`src/rtl/hsb_pkg.sv`:
```
package hsb_pkg;
  typedef enum logic [1:0] {
    ST_LOCK      = 2'd0,
    ST_WAIT_END  = 2'd1,
    ST_WAIT_CARD = 2'd2,
    ST_LINK      = 2'd3
  } hsb_state_e;
endpackage

```
`src/rtl/hsb_sync2.sv`:
```
module hsb_sync2 #(
  parameter int W = 4
) (
  input  logic         clk,
  input  logic         rst_n,
  input  logic [W-1:0] d,
  output logic [W-1:0] q
);
  logic [W-1:0] s1_q;
  logic [W-1:0] s2_q;

  always_ff @(posedge clk or negedge rst_n) begin
    if (!rst_n) begin
      s1_q <= '1;
      s2_q <= '1;
    end else begin
      s1_q <= d;
      s2_q <= s1_q;
    end
  end

  assign q = s2_q;
endmodule

```
`src/rtl/hsb_end_det.sv`:
```
module hsb_end_det #(
  parameter int IDLE_CYCLES = 1023
) (
  input  logic clk,
  input  logic rst_n,
  input  logic clr,
  input  logic sda_s,
  input  logic scl_s,
  output logic stop_o,
  output logic idle_o
);
  localparam int CW = $clog2(IDLE_CYCLES + 1);
  localparam logic [CW-1:0] CMAX = CW'(IDLE_CYCLES);

  logic          prev_sda_q, prev_scl_q;
  logic [CW-1:0] cnt_q, cnt_d;
  logic          cnt_en;

  always_comb begin
    cnt_en = 1'b0;
    cnt_d  = cnt_q;
    if (clr || !(sda_s && scl_s)) begin
      cnt_en = 1'b1;
      cnt_d  = '0;
    end else if (cnt_q != CMAX) begin
      cnt_en = 1'b1;
      cnt_d  = cnt_q + 1'b1;
    end
  end

  always_ff @(posedge clk or negedge rst_n) begin
    if (!rst_n) begin
      cnt_q      <= '0;
      prev_sda_q <= 1'b1;
      prev_scl_q <= 1'b1;
    end else begin
      if (cnt_en) cnt_q <= cnt_d;
      prev_sda_q <= sda_s;
      prev_scl_q <= scl_s;
    end
  end

  assign stop_o = sda_s && !prev_sda_q && scl_s && prev_scl_q;
  assign idle_o = (cnt_q == CMAX);


  idle_needs_high_chk: assert property (@(posedge clk) disable iff (!rst_n)
    idle_o |-> $past(sda_s && scl_s));
endmodule

```
`src/rtl/hsb_seq_fsm.sv`:
```
module hsb_seq_fsm
  import hsb_pkg::*;
(
  input  logic       clk,
  input  logic       rst_n,
  input  logic       sup_ok,
  input  logic       end_stop,
  input  logic       end_idle,
  input  logic       card_hi,
  output hsb_state_e st_o
);
  hsb_state_e st_q, st_d;

  always_comb begin
    st_d = st_q;
    if (!sup_ok) begin
      st_d = ST_LOCK;
    end else begin
      unique case (st_q)
        ST_LOCK:      st_d = ST_WAIT_END;
        ST_WAIT_END:  if (end_stop || end_idle) st_d = ST_WAIT_CARD;
        ST_WAIT_CARD: if (card_hi) st_d = ST_LINK;
        ST_LINK:      st_d = ST_LINK;
        default:      st_d = ST_LOCK;
      endcase
    end
  end

  always_ff @(posedge clk or negedge rst_n) begin
    if (!rst_n) st_q <= ST_LOCK;
    else        st_q <= st_d;
  end

  assign st_o = st_q;


  lock_hold_chk: assert property (@(posedge clk) disable iff (!rst_n)
    !sup_ok |=> (st_q == ST_LOCK));

  end_seen_chk: assert property (@(posedge clk) disable iff (!rst_n)
    (st_q == ST_WAIT_CARD && $past(st_q) == ST_WAIT_END) |-> $past(end_stop || end_idle));

  card_high_chk: assert property (@(posedge clk) disable iff (!rst_n)
    $rose(st_q == ST_LINK) |-> $past(card_hi));
endmodule

```
`src/rtl/hsb_link_top.sv`:
```
module hsb_link_top
  import hsb_pkg::*;
#(
  parameter int IDLE_CYCLES = 1023,
  parameter bit CHECK_SUP_B = 1'b1
) (
  input  logic clk,
  input  logic rst_n,
  input  logic sup_a_ok,
  input  logic sup_b_ok,
  input  logic card_sda_pull,
  input  logic card_scl_pull,
  input  logic bp_sda_pull,
  input  logic bp_scl_pull,
  output logic card_sda,
  output logic card_scl,
  output logic bp_sda,
  output logic bp_scl,
  output logic precharge_en,
  output logic linked
);
  logic       rst_s1_q, rst_s2_q;
  logic       sup_ok;
  logic [3:0] lvl_s;
  logic       stop_ev, idle_ev;
  hsb_state_e st;

  always_ff @(posedge clk or negedge rst_n) begin
    if (!rst_n) begin
      rst_s1_q <= 1'b0;
      rst_s2_q <= 1'b0;
    end else begin
      rst_s1_q <= 1'b1;
      rst_s2_q <= rst_s1_q;
    end
  end

  generate
    if (CHECK_SUP_B) begin : g_dual_sup
      assign sup_ok = sup_a_ok && sup_b_ok;
    end else begin : g_single_sup
      logic unused_sup_b;
      assign unused_sup_b = sup_b_ok;
      assign sup_ok = sup_a_ok;
    end
  endgenerate

  hsb_sync2 #(.W(4)) u_sync (
    .clk   (clk),
    .rst_n (rst_s2_q),
    .d     ({~bp_sda_pull, ~bp_scl_pull, ~card_sda_pull, ~card_scl_pull}),
    .q     (lvl_s)
  );

  hsb_end_det #(.IDLE_CYCLES(IDLE_CYCLES)) u_end (
    .clk    (clk),
    .rst_n  (rst_s2_q),
    .clr    (st == ST_LOCK),
    .sda_s  (lvl_s[3]),
    .scl_s  (lvl_s[2]),
    .stop_o (stop_ev),
    .idle_o (idle_ev)
  );

  hsb_seq_fsm u_fsm (
    .clk      (clk),
    .rst_n    (rst_s2_q),
    .sup_ok   (sup_ok),
    .end_stop (stop_ev),
    .end_idle (idle_ev),
    .card_hi  (lvl_s[1] && lvl_s[0]),
    .st_o     (st)
  );

  assign linked       = (st == ST_LINK) && sup_ok;
  assign precharge_en = (st == ST_LOCK) || !sup_ok;

  assign card_sda = !card_sda_pull && !(linked && bp_sda_pull);
  assign bp_sda   = !bp_sda_pull   && !(linked && card_sda_pull);
  assign card_scl = !card_scl_pull && !(linked && bp_scl_pull);
  assign bp_scl   = !bp_scl_pull   && !(linked && card_scl_pull);


  sda_merge_chk: assert property (@(posedge clk) disable iff (!rst_n)
    linked |-> (card_sda == bp_sda));

  scl_merge_chk: assert property (@(posedge clk) disable iff (!rst_n)
    linked |-> (card_scl == bp_scl));

  lock_bias_chk: assert property (@(posedge clk) disable iff (!rst_n)
    !sup_a_ok |-> (precharge_en && !linked));
endmodule

```
`config.mk`:
```
export PLATFORM = sky130hd
export DESIGN_NAME = hsb_link_top
export DESIGN_NICKNAME = d
export VERILOG_FILES = /design/src/rtl/hsb_pkg.sv /design/src/rtl/hsb_sync2.sv /design/src/rtl/hsb_end_det.sv /design/src/rtl/hsb_seq_fsm.sv /design/src/rtl/hsb_link_top.sv
export SDC_FILE = /design/constraint.sdc
export NUM_CORES = 1
export LEC_CHECK = 0
export BUFFER_PORTS_ARGS = -buffer_cell sky130_fd_sc_hd__buf_4
export CAP_MARGIN = 20
export CORE_ASPECT_RATIO = 0.9
export CORE_MARGIN = 2
export CORE_UTILIZATION = 49
export CTS_CLUSTER_SIZE = 25
export DETAILED_ROUTE_END_ITERATION = 6
export GPL_TIMING_DRIVEN = 0
export PLACE_DENSITY = 0.73
export SYNTH_ARGS = -nofsm -noshare
export SYNTH_HDL_FRONTEND = slang
export SYNTH_SLANG_ARGS = --single-unit
```
`constraint.sdc`:
```
create_clock -name clk -period 0.8 [get_ports clk]
set_input_delay 0.08 -clock clk [delete_from_list [all_inputs] [get_ports clk]]
set_output_delay 0.08 -clock clk [all_outputs]
set_load 0.05 [all_outputs]
```
# After elaboration in Yosys (flattened, before gate mapping)
# Index checks and enable logic that the tools add are counted.
# word_totals
ff_bits	24
input_bits	8
output_inout_bits	6
# op_classes
reduce_logical	33
muxes	8
n_addsub	1
n_eq_ne	7
bitwise_logic	4
# ops
operator	n
$mux W10	2
$logic_and A1 B1 Y1	15
$logic_not A1 Y1	11
$add A10 B1 Y10 const B	1
$eq A10 B10 Y1 const B	1
$ne A10 B10 Y1 const B	1
$pmux W2 S4	1
$mux W2	3
$ne A3 B2 Y1 const B	2
$eq A2 B2 Y1 const B	2
$not A1 Y1	4
$reduce_and A2 Y1	2
$logic_or A1 B1 Y1	3
$eq A2 B1 Y1 const B	1
$logic_not A2 Y1	1
$mux W1	2
$reduce_bool A2 Y1	1

# Longest topological paths before layout
# Gate-level depths: netlist (run 1).
# depth
depth_word	8
ltp_mapped	5
ltp_nobuf	5

# By module
# A second synthesis (run 1) with hierarchy kept.
# hier_totals
hier_cells	95
hier_area_um2	1051.0
# modules_own_cells
mod	area_per_inst_um2	cells_each	n_inst
hsb_end_det	618.1	62	1
hsb_sync2	210.2	8	1
hsb_link_top	131.4	17	1
hsb_seq_fsm	91.3	8	1

# Least setup slack after synthesis (run 1)
# OpenSTA, ideal clock, no wires.
# synth_timing
path_kind	register -> output
startpoint	reg u_fsm.st_q[0] (netlist: u_fsm.st_o[0])
endpoint	out bp_scl
path_stages_with_launch	4
t_arrival_ns	1.804
path_slack_ns	-1.084
path_cell_list	dfrtp_1 nand2_1 nor2_1 a21oi_1
# synth_via
elab_chain_cells	5
# synth_lines
element	line	rtl
from (decl)	hsb_seq_fsm.sv:12	hsb_state_e st_q, st_d;
from (signal assigned)	hsb_seq_fsm.sv:31	else st_q <= st_d;
$eq A2 B2 Y1	hsb_link_top.sv:75	assign linked = (st == ST_LINK) && sup_ok;
$logic_and A1 B1 Y1	hsb_link_top.sv:75	
via linked	hsb_link_top.sv:20	output logic linked
$logic_and A1 B1 Y1	hsb_link_top.sv:81	assign bp_scl = !bp_scl_pull && !(linked && card_scl_pull);
$logic_not A1 Y1	hsb_link_top.sv:81	
$logic_and A1 B1 Y1	hsb_link_top.sv:81	
to (decl)	hsb_link_top.sv:18	output logic bp_scl,
# The timed path passes the listed nets, and every way through them passes these cells.

# Final worst setup path (run 1)
# layout_timing
startpoint	reg u_end.cnt_q[1]
endpoint	reg u_end.cnt_q[7]
# layout_via
elab_chain_cells	4
elab_cells_between_ends	8
# layout_lines
element	line	rtl
from (decl)	hsb_end_det.sv:16	logic [CW-1:0] cnt_q, cnt_d;
from (signal assigned)	hsb_end_det.sv:37	if (cnt_en) cnt_q <= cnt_d;
parallel branches: the longest is 4 deep, another holds $add A10 B1 Y10	-	
# Parallel ways; which one is timed is not known. The select of a mux whose other input is x is not followed.
# A chain may end at the register's enable or synchronous reset.

==> results of run 1 <==
## final cells by class
class                      instances  area, um^2
sequential                        24         621
timing repair buffer              31         290
clock buffer                       4        36.3
fill                             119         419
inverter                           6        22.5
multi-input combinational         56         494
tap                               25        31.3
## worst max-delay path: cells and delay by family, from the launching register on
kind                     cells  cell delay, ns
AO/OA/AOI/OAI                1            0.13
adder cells (fa/ha/maj)      1            0.19
flip-flops                   1            0.45
AND/OR/NAND/NOR              3            0.65
## kinds of logic after synthesis
kind of cell | Yosys count
buffers and inverters | 6
multiplexers | 1
XOR/XNOR | 3
AO/OA/AOI/OAI | 20
other | 1
adder cells (fa/ha/maj) | 1
AND/OR/NAND/NOR | 30
flip-flops | 24
## layer usage
| metal | wire, um | track usage (%) | up-vias |
|---|---|---|---|
| met5 | 0 | 0 | - |
| met4 | 42 | 7.89 | 0 |
| met3 | 61 | 3.82 | 7 |
| met2 | 1030 | 32.8 | 19 |
| met1 | 983 | 30.8 | 401 |
| li1 | - | - | 385 |
## path summary, 6_finish.rpt
check                                           start                          to  cells past startpoint  slack, ns
setup / recovery           u_end.cnt_q[1]$_DFFE_PN0P_  u_end.cnt_q[7]$_DFFE_PN0P_                      5      -0.69
hold / removal                                  rst_n          rst_s2_q$_DFF_PN0_                      2       0.05
setup reg to reg           u_end.cnt_q[1]$_DFFE_PN0P_  u_end.cnt_q[7]$_DFFE_PN0P_                      5      -0.69
hold reg to reg                    rst_s2_q$_DFF_PN0_  u_end.cnt_q[9]$_DFFE_PN0P_                      0       0.23
max in group asynchronous          rst_s2_q$_DFF_PN0_  u_end.prev_scl_q$_DFF_PN1_                      0       0.21
min in group clk                             sup_b_ok   u_fsm.st_o[0]$_DFFE_PN0P_                      3       0.07
## registers in the layout (all words and copies together) (netlist names)
| name | cells |
|---|---|
| u_sync.q | 4 |
| u_end.prev_scl_q | 1 |
| rst_s1_q | 1 |
| u_end.prev_sda_q | 1 |
| u_end.cnt_q | 10 |
| u_sync.s1_q | 4 |
| u_fsm.st_o | 2 |
| rst_s2_q | 1 |
## cells in the mapped netlist (all sizes together)
| cell type | number | share of area, % |
|---|---|---|
| a311oi | 2 | 1.8 |
| conb | 1 | 0.38 |
| o2111ai | 1 | 0.88 |
| o21ai | 2 | 1.0 |
| dfstp | 10 | 26 |
| and3 | 2 | 1.3 |
| a211oi | 2 | 1.5 |
| mux2i | 1 | 1.0 |
| nor3 | 4 | 3.1 |
| o211ai | 3 | 2.8 |
| ha | 1 | 1.3 |
| nand4 | 2 | 1.9 |
| nor2 | 11 | 4.1 |
| nand2 | 6 | 2.3 |
| a21oi | 5 | 2.5 |
| a41o | 1 | 1.0 |
| dfrtp | 14 | 35 |
| or4 | 2 | 1.5 |
| o31ai | 1 | 0.75 |
| a31oi | 1 | 0.63 |
| inv | 6 | 2.3 |
| xor2 | 3 | 2.6 |
| o21ba | 1 | 1.0 |
| nand3 | 3 | 2.0 |
| o211a | 1 | 1.0 |
## stage by stage
step	setup WS [ns]	cell area, um^2	util [%]
floorplan	-0.807	1090	-
global placement	-0.686	1220	63.8
detailed placement	-0.710	1220	63.8
CTS	-0.690	1460	76.1
global route	-0.747	1500	78.1
finish	-0.687	1500	78.1
## report_power, final
group          switching (mW)  leakage [nW]  internal (mW)
combinational           0.101         0.344         0.0879
clock                   0.372        0.0210          0.278
sequential             0.0386         0.286           1.27
total                   0.511         0.651           1.64
## repair_timing
item,4_1_cts,5_1_grt
hold buffers,5,0
gates resized for setup,18,8
setup buffers,12,1
endpoints found under the setup margin,40,18
pin swaps,15,6
hold endpoints to repair,6,0
cloned,0,0
==> out/summary.txt, run 1 <==
Status: finished with violations
Failing checks: setup timing
First-pass GRT wire length: 3660 um
Input/output buffers: 13
Worst-case clock buffer depth: 2
First drt pass iteration count: 4
# diodes: 0
Synth cell types: 29
# setup viols final: 18
Peak supply drop: 1140 uV
RSZ-0062 raised after global routing: yes
Synth Area in Compound Gates: 14.8%
Routed Antenna Nets: 0
Starting density of the core: 52.1%
Static Leak: 0.651 nW
CP startpoint kind: flip-flop
Cell Rows: 15
CP peak stage delay: 0.49 ns
Cell count after synthesis: 86
Final Hold Viols: 0
Post-Route WL: 2120 um
DRC viols: 0
Critical path endpoint category: flip-flop
Peak Freq: 0.673 GHz
Largest net degree at the start of global routing: 23
Routed len/inst: 14.5 um
Cell area after synthesis: 997 um^2
Die area: 0.00241 mm^2
Root Buffer: clkbuf_4
Layout Cells excl Fill: 146
Vias in the first global route: 779
Seq/Total Area, Yosys: 61.5%
Core area: 0.00191 mm^2
Power density over the cells: 1440 mW/mm^2
Synthesized Nets: 95
WP data arrival: 1.75 ns
Fin. max-slew vios: 0
Total power: 2.15 mW
Total Neg Setup Slack: -10.39 ns
GRT Resource Usage Total: 21.3%
Clk_lat worst skew: 0.32 ns
Die height: 46.8 um
Critical Path RT: 1.06 ns
Final Worst Setup Slack: -0.687 ns
Period Utilization, post-route: 186%
Yosys warns: 0
Avg Cell Area, Syn: 11.6 um^2
Most frequent cells in the layout: buf_4, nor2_1, buf_6, dfstp_2, dfrtp_1
Vias/cell: 5.56
Share of cells above drive strength 1: 55.4%
Most common cell after layout, fill and taps aside: buf_4
Min-Delay Path Class: in2async
Die W: 51.6 um
Crit path cell chain: ha_4 > nand3_4 > nor3_4 > or4_4 > a21oi_2
IO Pins: 14
Initial antenna violation count: 0
Minimum clock period: 1.49 ns
Initial DRC count: 7
Setup CP Type: reg2reg
Max_cap viols: 0
Vias after detailed routing: 812
Total gr overflow: 0
Largest family of logic cells by synthesized area: simple AND/OR/NAND/NOR gates
Yosys reg bits: 24
Adder-cell share of the synthesized area: 1.25%
Crit path max-delay cell type: or4_4
Inst Count DP: 124
Dpl hpwl: 1260 um
Area delta synth->final: 49.9%
H-tree depth: 1
Routability cong.: 0.773
CTS Buf Count: 3
Clock-pin slew on the worst setup and hold paths: 0.14 ns
Crit Path Max Fanout: 8
Mux share of post-synthesis cell area: 1.00%
Nets: 131
XOR/XNOR Fraction of Synth Area: 2.63%
Min Hold Slack: 0.0496 ns
Worst Skew: 0.0117 ns
Synth Area in Simple Gates: 16.2%
Sink Count: 24
CTS tree: built
(Power assumes the default switching activity.)
==> inputs of run 2 (changes only) <==
--- a/config.mk
+++ b/config.mk
@@ -7,7 +7,7 @@
 export LEC_CHECK = 0
 export BUFFER_PORTS_ARGS = -buffer_cell sky130_fd_sc_hd__buf_4
 export CAP_MARGIN = 20
-export CORE_ASPECT_RATIO = 0.9
+export CORE_ASPECT_RATIO = 1.5
 export CORE_MARGIN = 2
 export CORE_UTILIZATION = 49
 export CTS_CLUSTER_SIZE = 25
==> run 2 against run 1 <==
Net effect:
- highest routed layer unchanged
- first-iteration DRC count rose to 2.7 times the previous value
- wire length rose by 4.3%
- sequential share of layout area fell by 0.41 points
- clock skew fell by 0.0043 ns
- die area rose by 0.30%
- clock power fell by 5.1%
- worst hold slack improved by 0.013 ns
- the run still ends with setup timing left
- count of clock-buffer cells in the layout did not move
==> out/summary.txt, run 2 (synthesis gave the netlist of run 1 again) <==
Power density over the cells: 1410 mW/mm^2
Worst Skew: 0.00735 ns
Largest Register: u_end.cnt_q
R2R Setup Slk: -0.66 ns
Post-Route WL: 2210 um
Place WS: -0.691 ns
Critical path depth: 5
Switching part of the total: 22.7%
Routed len/inst: 14.9 um
Sink Count: 24
IO Pins: 14
Peak supply drop: 1210 uV
Reg2Reg Depth: 5
Area delta synth->final: 51.4%
CTS Buf Count: 3
CP peak stage delay: 0.53 ns
Most common cell after layout, fill and taps aside: buf_4
RSZ-0062 raised after global routing: yes
Comb power frac: 9.3%
Total power: 2.12 mW
Critical Path RT: 1.05 ns
Largest net degree at the start of global routing: 23
Final Worst Setup Slack: -0.659 ns
Setup CP Type: reg2reg
H-tree depth: 1
Root Buffer: clkbuf_4
DRC viols: 0
CP Launch Point: u_end.cnt_q[1]$_DFFE_PN0P_
Initial DRC count: 19
# setup viols final: 18
Routability cong.: 0.763
Critical path endpoint category: flip-flop
First-pass GRT wire length: 3230 um
Cell family with most CP delay: simple AND/OR/NAND/NOR gates
Die height: 59.3 um
Fin util: 76.4%
Crit Path Max Fanout: 8
Minimum clock period: 1.46 ns
Status: finished with violations
Vias in the first global route: 802
Routed Antenna Nets: 0
Clk_lat worst skew: 0.31 ns
Fillers: 127
Die W: 40.8 um
FF/Latch Area: 621 um^2
Final Hold Viols: 0
First drt pass iteration count: 4
Reg2Reg Capture Point: u_end.cnt_q[5]$_DFFE_PN0P_
CP bufs+invs: 0
Switching pwr: 482 uW
Dpl hpwl: 1330 um
Period Utilization, post-route: 182%
Clock power frac: 29.1%
Crit path cell chain: ha_4 > nand3_4 > nor3_4 > or4_1 > nand2_1
Initial antenna violation count: 0
Total gr overflow: 0
Core area: 0.00198 mm^2
Cell Rows: 20
Nets: 136
Vias after detailed routing: 809
Max_cap viols: 0
Fin. max-slew vios: 0
Starting density of the core: 50.4%
Max reg flops: 10
Multi-input gate area: 475 um^2
Failing checks: setup timing
# diodes: 0
Static Leak: 0.675 nW
CTS tree: built
Sequential group share of total power: 61.6%
Worst r2r src: u_end.cnt_q[1]$_DFFE_PN0P_
Crit path max-delay cell type: or4_1
Peak Freq: 0.686 GHz
Internal Dissipation: 1.64 mW
WP data arrival: 1.70 ns
Input/output buffers: 13
GRT Resource Usage Total: 20.0%
Min-Delay Path Class: in2async
Vias/cell: 5.47
Worst-case clock buffer depth: 2
Share of cells above drive strength 1: 54.0%
Clock-pin slew on the worst setup and hold paths: 0.13 ns
Die area: 0.00242 mm^2
CP startpoint kind: flip-flop
Most frequent cells in the layout: buf_4, nor2_1, buf_6, dfstp_2, dfrtp_1
-- run 2: stage by stage --
| stage | hold slack (ns) | instances | cell area (um^2) | TNS (ns) |
|---|---|---|---|---|
| 2_1_floorplan | -0.216 | 86 | 1090 | -7.78 |
| 3_3_place_gp | -0.138 | 121 | 1220 | -9.63 |
| 3_5_place_dp | -0.136 | 121 | 1220 | -9.97 |
| 4_1_cts | 0.0568 | 141 | 1430 | -10.04 |
| 5_1_grt | 0.0697 | 148 | 1510 | -11.49 |
| 6_report | 0.0622 | 148 | 1510 | -10.30 |
-- run 2: worst reg2reg max path, delay by kind of cell, from the launching register on --
kind,cells,cell delay [ns]
fa+ha+maj,1,0.18
flops,1,0.44
simple gates,4,0.78
-- run 2: cell type report --
class / count / share of cell area, %
inverter: 6 / 1.49
sequential: 24 / 41.1
tap: 22 / 1.82
clock buffer: 4 / 2.40
timing repair buffer: 36 / 21.7
multi-input combinational: 56 / 31.5
-- run 2: layer usage --
| layer | up-vias | global-route usage (%) | wire length [um] | part of all wire [%] |
|---|---|---|---|---|
| met2 | 18 | 32.1 | 1210 | 55 |
| met4 | 0 | 10.5 | 41 | 1.9 |
| met3 | 4 | 2.26 | 64 | 2.9 |
| met1 | 395 | 25.2 | 892 | 40 |
| li1 | 392 | - | - | - |
| met5 | - | 0 | 0 | 0 |
-- run 2: power groups by stage --
| stage | clock network, mW | logic, mW | registers, mW |
|---|---|---|---|
| global placement | 0 | 0.138 | 1.33 |
| detailed placement | 0 | 0.141 | 1.33 |
| floorplan | 0 | 0.0754 | 1.32 |
| finish | 0.617 | 0.198 | 1.31 |
| CTS | 0.633 | 0.183 | 1.31 |
| global route | 0.695 | 0.209 | 1.32 |
-- run 2: how the worst max path moves through the flow --
stage                                       to  slack, ns
global route        u_end.cnt_q[9]$_DFFE_PN0P_      -0.75
detailed placement  u_end.cnt_q[1]$_DFFE_PN0P_      -0.69
floorplan            u_fsm.st_o[1]$_DFFE_PN0P_      -0.81
global placement    u_end.cnt_q[7]$_DFFE_PN0P_      -0.68
finish              u_end.cnt_q[5]$_DFFE_PN0P_      -0.66
CTS                 u_end.cnt_q[1]$_DFFE_PN0P_      -0.66
-- run 2: repair_timing --
item                       in CTS  in global routing
pin swaps                      12                  9
hold buffers                    5                  0
setup endpoints to repair      40                 18
buffers inserted               11                  7
resized for setup              13                  9
hold endpoints to repair        6                  0
==> inputs of run 3 (changes only) <==
--- a/config.mk
+++ b/config.mk
@@ -8,7 +8,6 @@
 export BUFFER_PORTS_ARGS = -buffer_cell sky130_fd_sc_hd__buf_4
 export CAP_MARGIN = 20
 export CORE_ASPECT_RATIO = 1.5
-export CORE_MARGIN = 2
 export CORE_UTILIZATION = 49
 export CTS_CLUSTER_SIZE = 25
 export DETAILED_ROUTE_END_ITERATION = 6
==> run 3 against run 2 <==
Net effect:
- the flow still finishes with violations (setup timing)
- final cell count down 3.4%
- clock power up 26%
- sequential share of layout area increased by 0.14 points
- first-iteration DRC count shrank 32%
- count of clock-buffer cells in the layout unchanged
- non-clock buffer count shrank 4
- worst hold slack got worse by 0.021 ns
- register-to-register slack got worse by 0.04 ns
- clock skew grew 0.0038 ns
- setup slack worse by 0.037 ns
- die area decreased by 8.1%
- wire length fell by 4.1%
- critical path type unchanged
- largest cell class unchanged
==> out/summary.txt, run 3 (synthesis gave the netlist of run 1 again) <==
Status: finished with violations
Failing checks: setup timing
Crit path max-delay cell type: dfrtp_1
DRC viols: 0
CP peak stage delay: 0.44 ns
GRT Resource Usage Total: 23.1%
Input/output buffers: 13
Vias in the first global route: 787
Die area: 0.00222 mm^2
Starting density of the core: 53.1%
Initial antenna violation count: 0
Root Buffer: clkbuf_4
Min-Delay Path Class: in2async
Clk_lat worst skew: 0.33 ns
Peak supply drop: 1150 uV
IO Pins: 14
Critical Path RT: 1.06 ns
Fin util: 80.1%
First-pass GRT wire length: 3570 um
Period Utilization, post-route: 187%
Dpl hpwl: 1330 um
Post-Route WL: 2120 um
Largest net degree at the start of global routing: 23
Final Hold Viols: 0
Vias/cell: 5.58
# setup viols final: 18
Nets: 132
Max_cap viols: 0
Static Leak: 0.667 nW
Fin. max-slew vios: 0
CTS Buf Count: 3
RSZ-0062 raised after global routing: yes
# diodes: 0
Total Neg Setup Slack: -10.71 ns
Largest Register: u_end.cnt_q
Sink Count: 24
CTS tree: built
Minimum clock period: 1.50 ns
CP startpoint kind: flip-flop
Place WS: -0.698 ns
Crit Path Max Fanout: 3
Most frequent cells in the layout: buf_4, buf_6, nor2_1, dfstp_2, dfrtp_1
Area delta synth->final: 50.9%
Most common cell after layout, fill and taps aside: buf_4
First drt pass iteration count: 4
Routed len/inst: 14.8 um
Die height: 57.3 um
WP data arrival: 1.75 ns
Inst Count DP: 120
Core area: 0.00188 mm^2
Critical path endpoint category: flip-flop
Cell Rows: 19
Vias after detailed routing: 798
Max reg flops: 10
Total gr overflow: 0
Final Worst Setup Slack: -0.696 ns
Share of cells above drive strength 1: 54.1%
Crit path cell chain: ha_4 > nand3_4 > buf_4 > buf_6 > buf_6 > nor2_1 > nor2_1 > a211oi_1
Layout Cells excl Fill: 143
Worst Skew: 0.0112 ns
H-tree depth: 1
Routed Antenna Nets: 0
Peak Freq: 0.668 GHz
Clock-pin slew on the worst setup and hold paths: 0.14 ns
Routability cong.: 0.750
Worst-case clock buffer depth: 2
Power density over the cells: 1510 mW/mm^2
Setup CP Type: reg2reg
Die W: 38.8 um
Initial DRC count: 13
==> run 3: final timing paths <==
kind	start	endpoint	slack, ns	cells after the start
setup / recovery	u_end.cnt_q[0]$_DFFE_PN0P_	u_end.cnt_q[8]$_DFFE_PN0P_	-0.70	8
hold / removal	rst_n	rst_s2_q$_DFF_PN0_	0.04	2
setup reg to reg	u_end.cnt_q[0]$_DFFE_PN0P_	u_end.cnt_q[8]$_DFFE_PN0P_	-0.70	8
hold reg to reg	rst_s2_q$_DFF_PN0_	u_end.cnt_q[1]$_DFFE_PN0P_	0.21	0
max in group asynchronous	rst_s2_q$_DFF_PN0_	u_sync.s1_q[0]$_DFF_PN1_	0.24	0
min in group clk	sup_b_ok	u_fsm.st_o[0]$_DFFE_PN0P_	0.08	3
==> run 3: worst max-delay path, delay by kind of cell (launching register included) <==
kind / cells / cell delay (ns)
fa+ha+maj: 1 / 0.17
flops: 1 / 0.44
compound gates: 1 / 0.20
buf+inv: 3 / 0.36
simple gates: 3 / 0.25
==> run 3: final cells by class <==
type                            instances  area (um^2)
Clock buffer                            4         47.5
Fill cell                             114          373
Inverter                                6         22.5
Multi-Input combinational cell         56          483
Sequential cell                        24          621
Tap cell                               21         26.3
Timing Repair Buffer                   32          305
==> run 3: power breakdown <==
group	leakage (nW)	internal, mW	switching [mW]
clock	0.0261	0.383	0.392
sequential	0.286	1.27	0.0381
combinational	0.355	0.0891	0.101
==> run 3: what timing repair did <==
item / 4_1_cts / 5_1_grt
pin swaps: 14 / 11
endpoints found under the setup margin: 40 / 40
gates resized for setup: 18 / 9
cloned: 0 / 0
hold buffers: 5 / 0
hold endpoints to repair: 6 / 0
buffers inserted: 12 / 5
==> run 3: per-stage QoR <==
step                      hold WS, ns  instance area [um^2]  total power, mW
final                          0.0412                  1510             2.27
after global routing           0.0312                  1510             2.35
after floorplan                -0.216                  1090             1.40
after CTS                      0.0506                  1460             2.26
after global placement         -0.138                  1220             1.47
after detailed placement       -0.137                  1220             1.47
==> run 3: metal layers <==
| layer | vias to the layer above | share of wire [%] | GRT usage (%) |
|---|---|---|---|
| met5 | - | 0 | 0 |
| met4 | 0 | 2.5 | 10.3 |
| met3 | 5 | 2.8 | 2.72 |
| met2 | 19 | 51 | 37.6 |
| met1 | 394 | 44 | 29.9 |
| li1 | 380 | - | - |
